**src/rtl/tx_supp_atten.sv**
```systemverilog
module tx_supp_atten #(
  parameter int W = 16,
  parameter int STEPS_PER_HALF = 12
) (
  input  logic         clk,
  input  logic         rst_n,
  input  logic         in_valid,
  input  logic [W-1:0] in_sample,
  input  logic         near_speech,
  input  logic         far_speech,
  input  logic         supp_off,
  input  logic         far_mode,
  input  logic [1:0]   atten_sel,
  output logic         out_valid,
  output logic [W-1:0] out_sample,
  output logic         engaged
);
  localparam int LMAX = 4 * STEPS_PER_HALF;
  localparam int LW   = $clog2(LMAX + 1);
  localparam int GW   = 17;
  localparam int PW   = W + GW;
  localparam logic signed [PW-1:0] HI = PW'(2 ** (W - 1) - 1);
  localparam logic signed [PW-1:0] LO = -HI - 1;

  logic          want;
  logic [LW-1:0] lvl, lvl_nx, tgt;
  logic [3:0]    frac;
  logic [2:0]    oct;
  logic [15:0]   mant;
  logic [GW-1:0] gain;
  logic signed [PW-1:0] prod, rnd, sh;
  logic [W-1:0]  sat;

  assign want   = !supp_off && !near_speech && (!far_mode || far_speech);
  assign tgt    = want ? LW'(STEPS_PER_HALF * (int'(atten_sel) + 1)) : '0;
  assign lvl_nx = (lvl < tgt) ? lvl + 1'b1 : (lvl > tgt) ? lvl - 1'b1 : lvl;

  assign frac = 4'(lvl_nx % LW'(12));
  assign oct  = 3'(lvl_nx / LW'(12));

  always_comb begin
    case (frac)
      4'd0:    mant = 16'd32768;
      4'd1:    mant = 16'd30929;
      4'd2:    mant = 16'd29193;
      4'd3:    mant = 16'd27554;
      4'd4:    mant = 16'd26008;
      4'd5:    mant = 16'd24548;
      4'd6:    mant = 16'd23170;
      4'd7:    mant = 16'd21870;
      4'd8:    mant = 16'd20643;
      4'd9:    mant = 16'd19484;
      4'd10:   mant = 16'd18390;
      default: mant = 16'd17358;
    endcase
  end

  assign gain = {1'b0, mant} >> oct;
  assign prod = $signed({{GW{in_sample[W-1]}}, in_sample}) * $signed({{W{1'b0}}, gain});
  assign rnd  = prod + PW'(16384);
  assign sh   = rnd >>> 15;
  assign sat  = (sh > HI) ? W'(HI) : (sh < LO) ? W'(LO) : sh[W-1:0];

  always_ff @(posedge clk or negedge rst_n) begin
    if (!rst_n) begin
      out_valid  <= 1'b0;
      out_sample <= '0;
      engaged    <= 1'b0;
      lvl        <= '0;
    end else begin
      out_valid <= in_valid;
      if (in_valid) begin
        lvl        <= lvl_nx;
        out_sample <= sat;
        engaged    <= want;
      end
    end
  end
endmodule

```
**config.mk**
```make
export PLATFORM = sky130hd
export DESIGN_NAME = tx_supp_atten
export DESIGN_NICKNAME = d
export VERILOG_FILES = /design/src/rtl/tx_supp_atten.sv
export SDC_FILE = /design/constraint.sdc
export NUM_CORES = 1
export LEC_CHECK = 0
export BUFFER_PORTS_ARGS = -buffer_cell sky130_fd_sc_hd__buf_2
export CAP_MARGIN = 20
export CORE_ASPECT_RATIO = 0.9
export CORE_MARGIN = 1
export CORE_UTILIZATION = 55
export DETAILED_ROUTE_END_ITERATION = 10
export PLACE_DENSITY = 0.79
export SYNTH_ARGS = -nofsm -noshare
export SYNTH_HDL_FRONTEND = slang
export SYNTH_SLANG_ARGS = --single-unit
```
**constraint.sdc**
```tcl
create_clock -name clk -period 16.4 [get_ports clk]
set_input_delay 3.28 -clock clk [delete_from_list [all_inputs] [get_ports clk]]
set_output_delay 3.28 -clock clk [all_outputs]
set_load 0.03 [all_outputs]
```
Yosys cells after proc, flatten, opt, wreduce, memory -nomap -nowiden
Memory sizes are Yosys's and may differ from the RTL's.
Cells that the tools add are included.
- flip-flop bits (word level): 24
- ROM bits: 256
- input bits: 25
- output and inout port bits: 18
- word-level logic and storage cells: 29
- memories kept: 1
- $add $sub $neg: 4
- multipliers: 2
- div/mod/pow operators: 2
- $lt $le $gt $ge: 4
- shift-type cells: 1
- mux-type cells: 5
- reduce and logical (&&, ||, !) cells: 6
- memory list (memory ; words ; bits a word ; read ports ; clocked after memory_dff ; wr ports ; line ; source):
    (no name shown) ; 16 ; 16 ; 1 ; 0 ; 0 ; 42 ; case (frac)
- operators by type and width (operator ; number):
    adder 33 x 16 -> 33 bit, second input constant ; 1
    multiplier 16 x 18 -> 33 bit ; 1
    two-way mux 16 bit ; 2
    greater-than comparator 18 x 16 -> 1 bit, second input constant ; 1
    less-than comparator 18 x 16 -> 1 bit, second input constant ; 1
    two-way mux 6 bit ; 3
    >> shifter 16 x 3 -> 17 bit ; 1
    adder 6 x 1 -> 6 bit, second input constant ; 1
    divider 6 x 4 -> 6 bit, second input constant ; 1
    greater-than comparator 6 bit ; 1
    less-than comparator 6 bit ; 1
    modulo 6 x 4 -> 6 bit, second input constant ; 1
    subtractor 6 x 1 -> 6 bit, second input constant ; 1
    multiplier 2 x 3 -> 4 bit, first input constant ; 1
    adder 2 x 1 -> 3 bit, second input constant ; 1
    logical NOT 1 bit ; 3
    logical AND 1 bit ; 2
    logical OR 1 bit ; 1

Depth between registers and ports, before layout
Gate-level depths: netlist (run 1).
An unclocked memory read counts as a cell.
- depth after elaboration: 15
- gate-level depth with buffers: 58

Least setup slack after synthesis (run 1)
No wires, ideal clock.
- path type: input -> register
- from: input port far_speech
- to: register out_sample[2]
- setup time: 0.126 ns
- data arrival time: 14.047 ns
- path slack: 2.227 ns
- stages: 48
- path through: inv_1 a211oi_1 o21ai_0 ha_1 and4_4 and2_4 a2111o_1 a211o_1 a21oi_1 o31ai_1 inv_1 ha_1 clkbuf_1 nor2_1 a221oi_2 or2_1 buf_4 clkbuf_1 [... 12 more ...] fa_1 fa_1 inv_1 fa_1 inv_1 ha_1 nand2_1 nor2_1 nand2_1 a2111o_1 nor2b_1 a41oi_2 a21oi_2 or4_1 nand3_2 o21a_2 buf_6 a221o_1
- cells in the longest elaborated chain, start to end: 14
- elaborated cells on any way between the ends: 17
- RTL lines (element ; line ; source):
    from (decl) ; 10 ; input logic far_speech,
    logical OR 1 bit * ; 34 ; assign want = !supp_off && !near_speech && (!far_mode || far_speech);
    logical AND 1 bit * ; 34 ;
    two-way mux 6 bit * ; 35 ; assign tgt = want ? LW'(STEPS_PER_HALF * (int'(atten_sel) + 1)) : '0;
    greater-than comparator 6 bit ; 36 ; assign lvl_nx = (lvl < tgt) ? lvl + 1'b1 : (lvl > tgt) ? lvl - 1'b1 : lvl;
    two-way mux 6 bit ; 36 ;
    two-way mux 6 bit * ; 36 ;
    modulo 6 x 4 -> 6 bit ; 38 ; assign frac = 4'(lvl_nx % LW'(12));
    memory (16 x 16 bit) ; n/a ;
    >> shifter 16 x 3 -> 17 bit * ; 58 ; assign gain = {1'b0, mant} >> oct;
    multiplier 16 x 18 -> 33 bit * ; 59 ; assign prod = $signed({{GW{in_sample[W-1]}}, in_sample}) * $signed({{W{1'b0}}, gain});
    adder 33 x 16 -> 33 bit * ; 60 ; assign rnd = prod + PW'(16384);
    less-than comparator 18 x 16 -> 1 bit ; 62 ; assign sat = (sh > HI) ? W'(HI) : (sh < LO) ? W'(LO) : sh[W-1:0];
    two-way mux 16 bit ; 62 ;
    two-way mux 16 bit * ; 62 ;
    to (signal assigned) ; 74 ; out_sample <= sat;
    to (decl) ; 15 ; output logic [W-1:0] out_sample,
Mark *: on every way between the ends. The rest lies on a longest branch, timed or not.
A chain may end at the register's enable or synchronous reset.

Worst setup path after layout (run 1)
- from: input port far_speech
- to: register out_sample[6]
Same word-level chain as after synthesis.

==> metrics.txt, run 1 <==
status finished, final reports clean; design area approximately 12000 sq um; H-tree levels 1; grt ovf 0; TritonCTS clock tree built; Area Overhead vs Synth 5.13%; max-cap viol count 0; Worst-Skew Late Latency ~250 ps; Yosys top cell by area fa_1; multi-input logic area slightly below 10000 sq um; DR vias/cell just under 6; Slew Limit Fails 0; worst path bufs/invs 7; post-placement cell area 11900 sq um; Core Footprint roughly 20000 sq um; antenna violations before repair 0; Worst EP required about 17000 ps; layout cells sized above 1 between 7 and 8%; FMAX between 0.06 and 0.07 GHz; clock root buffer clkbuf_16; Slowest Stage Delay on Critical Path about 600 ps; worst hold path type flop to flop; Hold Vio Cnt, Final 0; ANT cells 0; routed length per instance ~18 um; Final Skew slightly above 6 ps; Post-synth EDFFs 0; first-pass GRT wire length 48700 um; Post-Route WL 28600 um; Setup crit start kind input port; Yosys Warn Count 0; Die ar. approximately 21000 sq um; Clock Sinks 24; layout net count between 1.5k and 2k; non-filler cells, final between 1.5k and 2k; vias in the first global route between 9k and 10k; Reg area between 600 and 700 sq um; min cycle time layout 15530 ps; CP Capture Type flop; endpoints failing setup 0; fin crit share 94.7%; TritonRoute pass-1 iters 5; Max Root-Sink Buffers 2; largest net degree at the start of global routing 25; Initial Util 56.8%; flop and latch count out of synthesis 24; CTS buffer count 3; Die X 154 um; DRT iter0 DRCs 560; WP data arrival between 15000 and 20000 ps; sequential fraction of the synthesis area between 5 and 6%; syn_nets around 1.7k; slew at the pin with the worst max-slew slack just over 900 ps; post-placement cell count 1617; vias 9586; Crit path max-delay family compound AO/OA/AOI/OAI gates; Unique masters post-synth 82; Die Y ~140 um; TNS Setup 0 ps; DP HPWL 23200 um; GRT Overall Usage around 28%; ys async rst share between 90% and 100%; Std-Cell Rows 49; synthesized area per cell ~8.5 sq um; CP max-delay cell a21oi_1; Post-CTS Hold Buffers 0; worst-path maximum fanout 16; mapped cell area 11500 sq um; # DRC 0; clk slew on worst S/H paths around 50 ps; Detail Route Antenna Nets 0; Slew headroom between 30% and 40%; # IOs 43; most frequent cells in the layout 256 x inv_1, 194 x fa_1, 166 x nand2_1; Post-Syn Instances 1351; Synth Flop Type dfrtp_1; Crit Path Class input port to flop; Filler cells 1717; most common cell after layout, fill and taps aside inv_1; hold slack ~500 ps; Buffers on Ports 42; RSZ-0062 raised after global routing no; GPL Wtd Cong just under 1; post-synth top area share 33.9%; Area contributors post-synth fa_1 34%, ha_1 15%, inv_1 8.4%
-- final cells by class --
class	count	area share (%)
repair buffers	69	3.43
multi-input cells	1013	80.2
inverters	258	8.04
well taps	255	2.65
flip-flops and latches	24	4.99
clock buffers	4	0.738
-- routing by layer --
metal  GRT usage (%)  routed length [um]
met3            5.59                2690
met5               0                   0
met1            38.7               12000
met4            7.11                 512
met2            45.8               13300
-- kinds of logic (layout without fill, tap and decap cells) --
family	count (synthesis)	count (layout)	synth area share, %
xor+xnor	22	22	1.68
mux	9	9	0.841
simple gates	439	439	19.1
buf+inv	314	331	10.5
fa+ha+maj	329	329	48.6
flops	24	24	5.24
compound gates	214	214	14.0
-- stage by stage --
step | setup slack, ps | util, %
global route | 35.3 | 59.7
finish | 868 | 59.7
global placement | 926 | 59.2
floorplan | 2230 | -
detailed placement | 598 | 59.2
CTS | 761 | 59.6
-- synth_stat cells (4+ instances only) --
cell type and number:
inv_1 256, fa_1 194, nand2_1 166, ha_1 134
and2_1 123, nor2_1 60, a21oi_1 52, clkbuf_1 47
o21ai_0 31, dfrtp_1 24, xnor2_1 15, a221o_1 14
and3_1 13, nand3_1 12, nor3_1 12, o211ai_1 11
a211oi_1 9, a21o_1 9, a31oi_1 9, nor2b_1 8
nor4_1 8, nand2b_1 7, xor2_1 7, buf_2 6
or3_1 6, nand4_1 5, a211o_1 4, a21boi_0 4
a22oi_1 4, mux2_2 4, mux2i_1 4, o21ai_1 4
o221ai_1 4, o22ai_1 4, o311a_1 4
-- registers in the layout, summed over array words and instances (netlist names) --
signal,cells
out_valid,1
out_sample,16
engaged,1
lvl,6
-- final timing paths --
check,start,to,slack [ps],cells past startpoint
min reg2reg,engaged$_DFFE_PN0P_,engaged$_DFFE_PN0P_,500,1
max in group asynchronous,rst_n,lvl[4]$_DFFE_PN0P_,13060,1
max reg2reg,lvl[3]$_DFFE_PN0P_,out_sample[6]$_DFFE_PN0P_,4130,46
min in group asynchronous,rst_n,out_sample[10]$_DFFE_PN0P_,2990,1
min,engaged$_DFFE_PN0P_,engaged$_DFFE_PN0P_,500,1
max,far_speech,out_sample[6]$_DFFE_PN0P_,870,50
-- what timing repair did --
action | in CTS | in global routing
resized for setup | 0 | 2
setup endpoints to repair | 0 | 15
buffers inserted | 0 | 2
Power of run 1 is not shown: default switching activity piles up to over one toggle a cycle in this logic, so the estimate is an artifact.
==> run 2: changes to the inputs <==
--- a/config.mk
+++ b/config.mk
@@ -7,7 +7,7 @@
 export LEC_CHECK = 0
 export BUFFER_PORTS_ARGS = -buffer_cell sky130_fd_sc_hd__buf_2
 export CAP_MARGIN = 20
-export CORE_ASPECT_RATIO = 0.9
+export CORE_ASPECT_RATIO = 1.1
 export CORE_MARGIN = 1
 export CORE_UTILIZATION = 55
 export DETAILED_ROUTE_END_ITERATION = 10
==> run 2 against run 1 <==
Sequential share of layout area unchanged. Global-route usage increased by 2.3 points. Count of clock-buffer cells in the layout is 1 lower. Critical path depth rose by 2. Wire length rose by 6.6%. Final area unchanged. Final cell count about the same.
==> metrics.txt, run 2 (synthesized netlist as in run 1, its figures left out) <==
Buffers on Ports 42; Reg2Reg Capture Point out_sample[7]$_DFFE_PN0P_; Hold Path End engaged$_DFFE_PN0P_; max-cap viol count 0; status finished, final reports clean; FMAX approximately 0.065 GHz; Die ar. approximately 21000 sq um; Die X around 140 um; Slew headroom about a third; layout cells sized above 1 7.47%; WP data arrival roughly 16000 ps; Max Root-Sink Buffers 2; TritonRoute pass-1 iters 5; H-tree levels 1; clk slew on worst S/H paths about 60 ps; Worst-Skew Late Latency approximately 260 ps; Hold Path Origin engaged$_DFFE_PN0P_; CP Launch Point atten_sel[0]; most common cell after layout, fill and taps aside inv_1; first-pass GRT wire length between 50000 and 60000 um; Detail Route Antenna Nets 0; Initial Util between 50% and 60%; clock root buffer clkbuf_16; Final Skew approximately 2.2 ps; grt ovf 0; R2R cell count 47; TNS Setup 0 ps; Post-CTS Hold Buffers 0; TritonCTS clock tree built; Post-Route WL ~30000 um; antenna violations before repair 0; Slew Limit Fails 0; # IOs 43; Std-Cell Rows 55; vias in the first global route about 11k; hold slack roughly 520 ps; endpoints failing setup 0; DP HPWL roughly 24000 um; CP Capture Type flop; worst-path maximum fanout 16; layout net count ~1.7k; most frequent cells in the layout 256 x inv_1, 194 x fa_1, 166 x nand2_1; Hold Vio Cnt, Final 0; Area Overhead vs Synth 5.13%; CP max-delay cell fa_1; fin crit share a little over nine tenths; Worst EP required 16600 ps; final worst slack ~920 ps; Filler cells 1807; worst hold path type flop to flop; routed length per instance ~19 um; Die Y around 150 um; Core Footprint 20500 sq um; Clock Sinks 24; slew at the pin with the worst max-slew slack slightly below 1000 ps; vias 9704; Worst Hold Depth 1; min cycle time layout around 15000 ps; biggest regs out_sample: 16 flops, lvl: 6 flops; pre-CTS setup slack between 500 and 600 ps; ANT cells 0; DR vias/cell about 6; Crit Path Class input port to flop; Setup crit start kind input port; DRT iter0 DRCs around 600; Top reg by flops out_sample; largest net degree at the start of global routing 25; GRT Overall Usage just over 30%; # DRC 0; max FFs per register 16; FF-to-FF Start lvl[3]$_DFFE_PN0P_; GPL Wtd Cong approximately 0.94; final core utilization 58.7%; CTS buffer count 3; Slowest Stage Delay on Critical Path ~560 ps; reg-to-reg slack, setup just over 4000 ps
==> run 2: changes by cell type in the layout (fill, tap and decap cells not counted) <==
cell / change
buf_4: -2
bufinv_16: +1
clkbuf_8: -1
nor2_1: +1
nor2_2: -1
or2_1: -1
or2_2: +1
==> run 2: critical path, delay by kind of cell <==
family | cells | cell delay (ps)
AOI/OAI and AO/OA | 14 | 3260
xor gates and xnor gates | 1 | 140
adders and majority gates | 10 | 4460
and+or+nand+nor | 18 | 3280
buffers and inverters | 9 | 1230
==> run 2: metrics by stage <==
stage                     instance area [sq um]  cells
after global placement                    11900   1615
final                                     12000   1622
after CTS                                 12000   1619
after global routing                      12000   1622
after floorplan                           11500   1351
after detailed placement                  11900   1615
==> run 2: how the worst max path moves through the flow <==
stage	to	slack (ps)
after floorplan	out_sample[2]$_DFFE_PN0P_	2230
after global placement	out_sample[12]$_DFFE_PN0P_	870
after detailed placement	out_sample[7]$_DFFE_PN0P_	550
after CTS	out_sample[8]$_DFFE_PN0P_	770
after global routing	out_sample[0]$_DFFE_PN0P_	-7
final	out_sample[7]$_DFFE_PN0P_	920
==> run 2: final cells by class <==
type,instances,area (sq um),area share [%]
Inverter,258,968,8.04
Sequential cell,24,601,4.99
Clock inverter,1,30.0,0.249
Clock buffer,3,75.1,0.623
Multi-Input combinational cell,1013,9650,80.1
Tap cell,256,320,2.66
Timing Repair Buffer,67,398,3.30
==> run 2: metal layers <==
metal / GRT usage [%] / part of all wire (%) / vias up
met2: 53.5 / 50 / 400
li1: - / - / 4388
met3: 2.82 / 6.5 / 97
met1: 38.8 / 39 / 4819
met5: 0 / 0 / -
met4: 12.0 / 3.7 / 0
==> run 2: repair_timing <==
action	in CTS	in global routing
endpoints found under the setup margin	0	15
gates resized for setup	0	2
buffers inserted	0	2
Power of run 2 is left out for the same reason.
==> run 3: changes to the inputs <==
--- a/config.mk
+++ b/config.mk
@@ -9,9 +9,9 @@
 export CAP_MARGIN = 20
 export CORE_ASPECT_RATIO = 1.1
 export CORE_MARGIN = 1
-export CORE_UTILIZATION = 55
+export CORE_UTILIZATION = 58
 export DETAILED_ROUTE_END_ITERATION = 10
-export PLACE_DENSITY = 0.79
+export PLACE_DENSITY = 0.82
 export SYNTH_ARGS = -nofsm -noshare
 export SYNTH_HDL_FRONTEND = slang
 export SYNTH_SLANG_ARGS = --single-unit
==> run 3 against run 2 <==
Via count rose by 0.74%. Register-to-register slack barely moved. Clock skew rose by 3.2 ps.
==> metrics.txt, run 3 (synthesized netlist as in run 1, its figures left out) <==
TritonRoute pass-1 iters 7; met3 Resource Use GR ~2.3%; worst hold path type flop to flop; grt ovf 0; Final Skew 5.43 ps; Hold Vio Cnt, Final 0; # DRC 0; Slew Limit Fails 0; biggest regs out_sample: 16 flops, lvl: 6 flops; DP HPWL ~24000 um; CTS buffer count 3; antenna violations before repair 0; DRT iter0 DRCs 597; endpoints failing setup 0; non-filler cells, final 1615; layout cells sized above 1 7.82%; Die Y ~150 um; Setup crit start kind input port; grt met2 use approximately 53%; first-pass GRT wire length 50200 um; worst-path maximum fanout 16; Slew headroom between 30% and 40%; Detail Route Antenna Nets 0; GPL Wtd Cong ~1; min cycle time layout about 16000 ps; TritonCTS clock tree built; most frequent cells in the layout 256 x inv_1, 194 x fa_1, 165 x nand2_1; RSZ-0062 raised after global routing no; FMAX roughly 0.064 GHz; Top reg by flops out_sample; Post-CTS Hold Buffers 0; Die ar. about 20000 sq um; clk slew on worst S/H paths approximately 60 ps; design area about 12000 sq um; Crit Path Class input port to flop; max-cap viol count 0; Core Footprint a little under 20000 sq um; Post-Route WL between 20000 and 30000 um; CP max-delay cell fa_1; H-tree levels 1; layout net count between 1.5k and 2k; M1 GR Usage approximately two fifths; Slowest Stage Delay on Critical Path around 560 ps; Buffers on Ports 42; status finished, final reports clean; post-placement cell area about 12000 sq um; most common cell after layout, fill and taps aside inv_1; GRT Overall Usage between 30% and 40%; routed length per instance approximately 18 um; DR vias/cell 6.05; WP data arrival roughly 16000 ps; Filler cells between 1.5k and 2k; # IOs 43; max FFs per register 16; critical path's most frequent cell inv_1; Area Overhead vs Synth 5.24%; Std-Cell Rows 53; fin crit share 94.6%; Initial Util approximately 60%; vias in the first global route about 10k; Max Root-Sink Buffers 2; CP Capture Type flop; gr busiest metal met2; slew at the pin with the worst max-slew slack ~1000 ps; largest net degree at the start of global routing 25; Worst EP required about 17000 ps; ANT cells 0; TNS Setup 0 ps; Clock Sinks 24; clock root buffer clkbuf_16; Worst-Skew Late Latency ~260 ps; final core utilization between 60% and 70%; vias just under 10k; Die X around 140 um; post-placement cell count ~1.6k
-- run 3: changes by cell type in the layout (fill, tap and decap cells not counted) --
cell	change
and3_2	+1
and3_1	-1
a21oi_2	+1
nor2_2	+1
o311a_2	-1
nand2_1	-1
nand2_2	+1
o311a_1	+1
a21oi_1	-1
nor2_1	-1
buf_4	+2
-- run 3: per-layer routing --
metal	share of wire, %	up-vias	wire (um)
li1	-	4382	-
met1	40	4881	11700
met2	49	408	14600
met3	6.2	105	1850
met4	4.9	0	1440
met5	0	-	0
-- run 3: worst paths after layout --
check	start	to	slack, ps	cells after the start
worst max register to register	lvl[3]$_DFFE_PN0P_	out_sample[4]$_DFFE_PN0P_	4110	43
worst min register to register	engaged$_DFFE_PN0P_	engaged$_DFFE_PN0P_	510	1
min in group asynchronous	rst_n	out_sample[2]$_DFFE_PN0P_	2990	1
max in group asynchronous	rst_n	lvl[3]$_DFFE_PN0P_	13060	1
worst min-delay path	engaged$_DFFE_PN0P_	engaged$_DFFE_PN0P_	510	1
worst max-delay path	far_speech	out_sample[4]$_DFFE_PN0P_	890	47
-- run 3: layout make-up --
cell class	instances	area, sq um	share of cell area (%)
Clock buffer	3	75.1	0.623
Clock inverter	1	30.0	0.249
Inverter	258	968	8.03
Multi-Input combinational cell	1013	9660	80.1
Sequential cell	24	601	4.98
Tap cell	247	309	2.56
Timing Repair Buffer	69	413	3.42
-- run 3: worst max-delay path, delay by kind of cell --
family / cells / cell delay [ps]
compound gates: 18 / 5380
fa+ha+maj: 9 / 4240
buf+inv: 9 / 860
simple gates: 11 / 1880
-- run 3: through the flow --
| stage | hold slack, ps | setup slack (ps) |
|---|---|---|
| after floorplan | 524 | 2230 |
| after global placement | 496 | 852 |
| after CTS | 518 | 733 |
| after detailed placement | 503 | 499 |
| after global routing | 534 | 64.0 |
| final | 513 | 885 |
-- run 3: what timing repair did --
item / CTS / global route
setup endpoints to repair: 0 / 15
resized for setup: 0 / 5
buffers inserted: 0 / 2
hold endpoints to repair: 0 / 0
Power of run 3 is left out for the same reason.
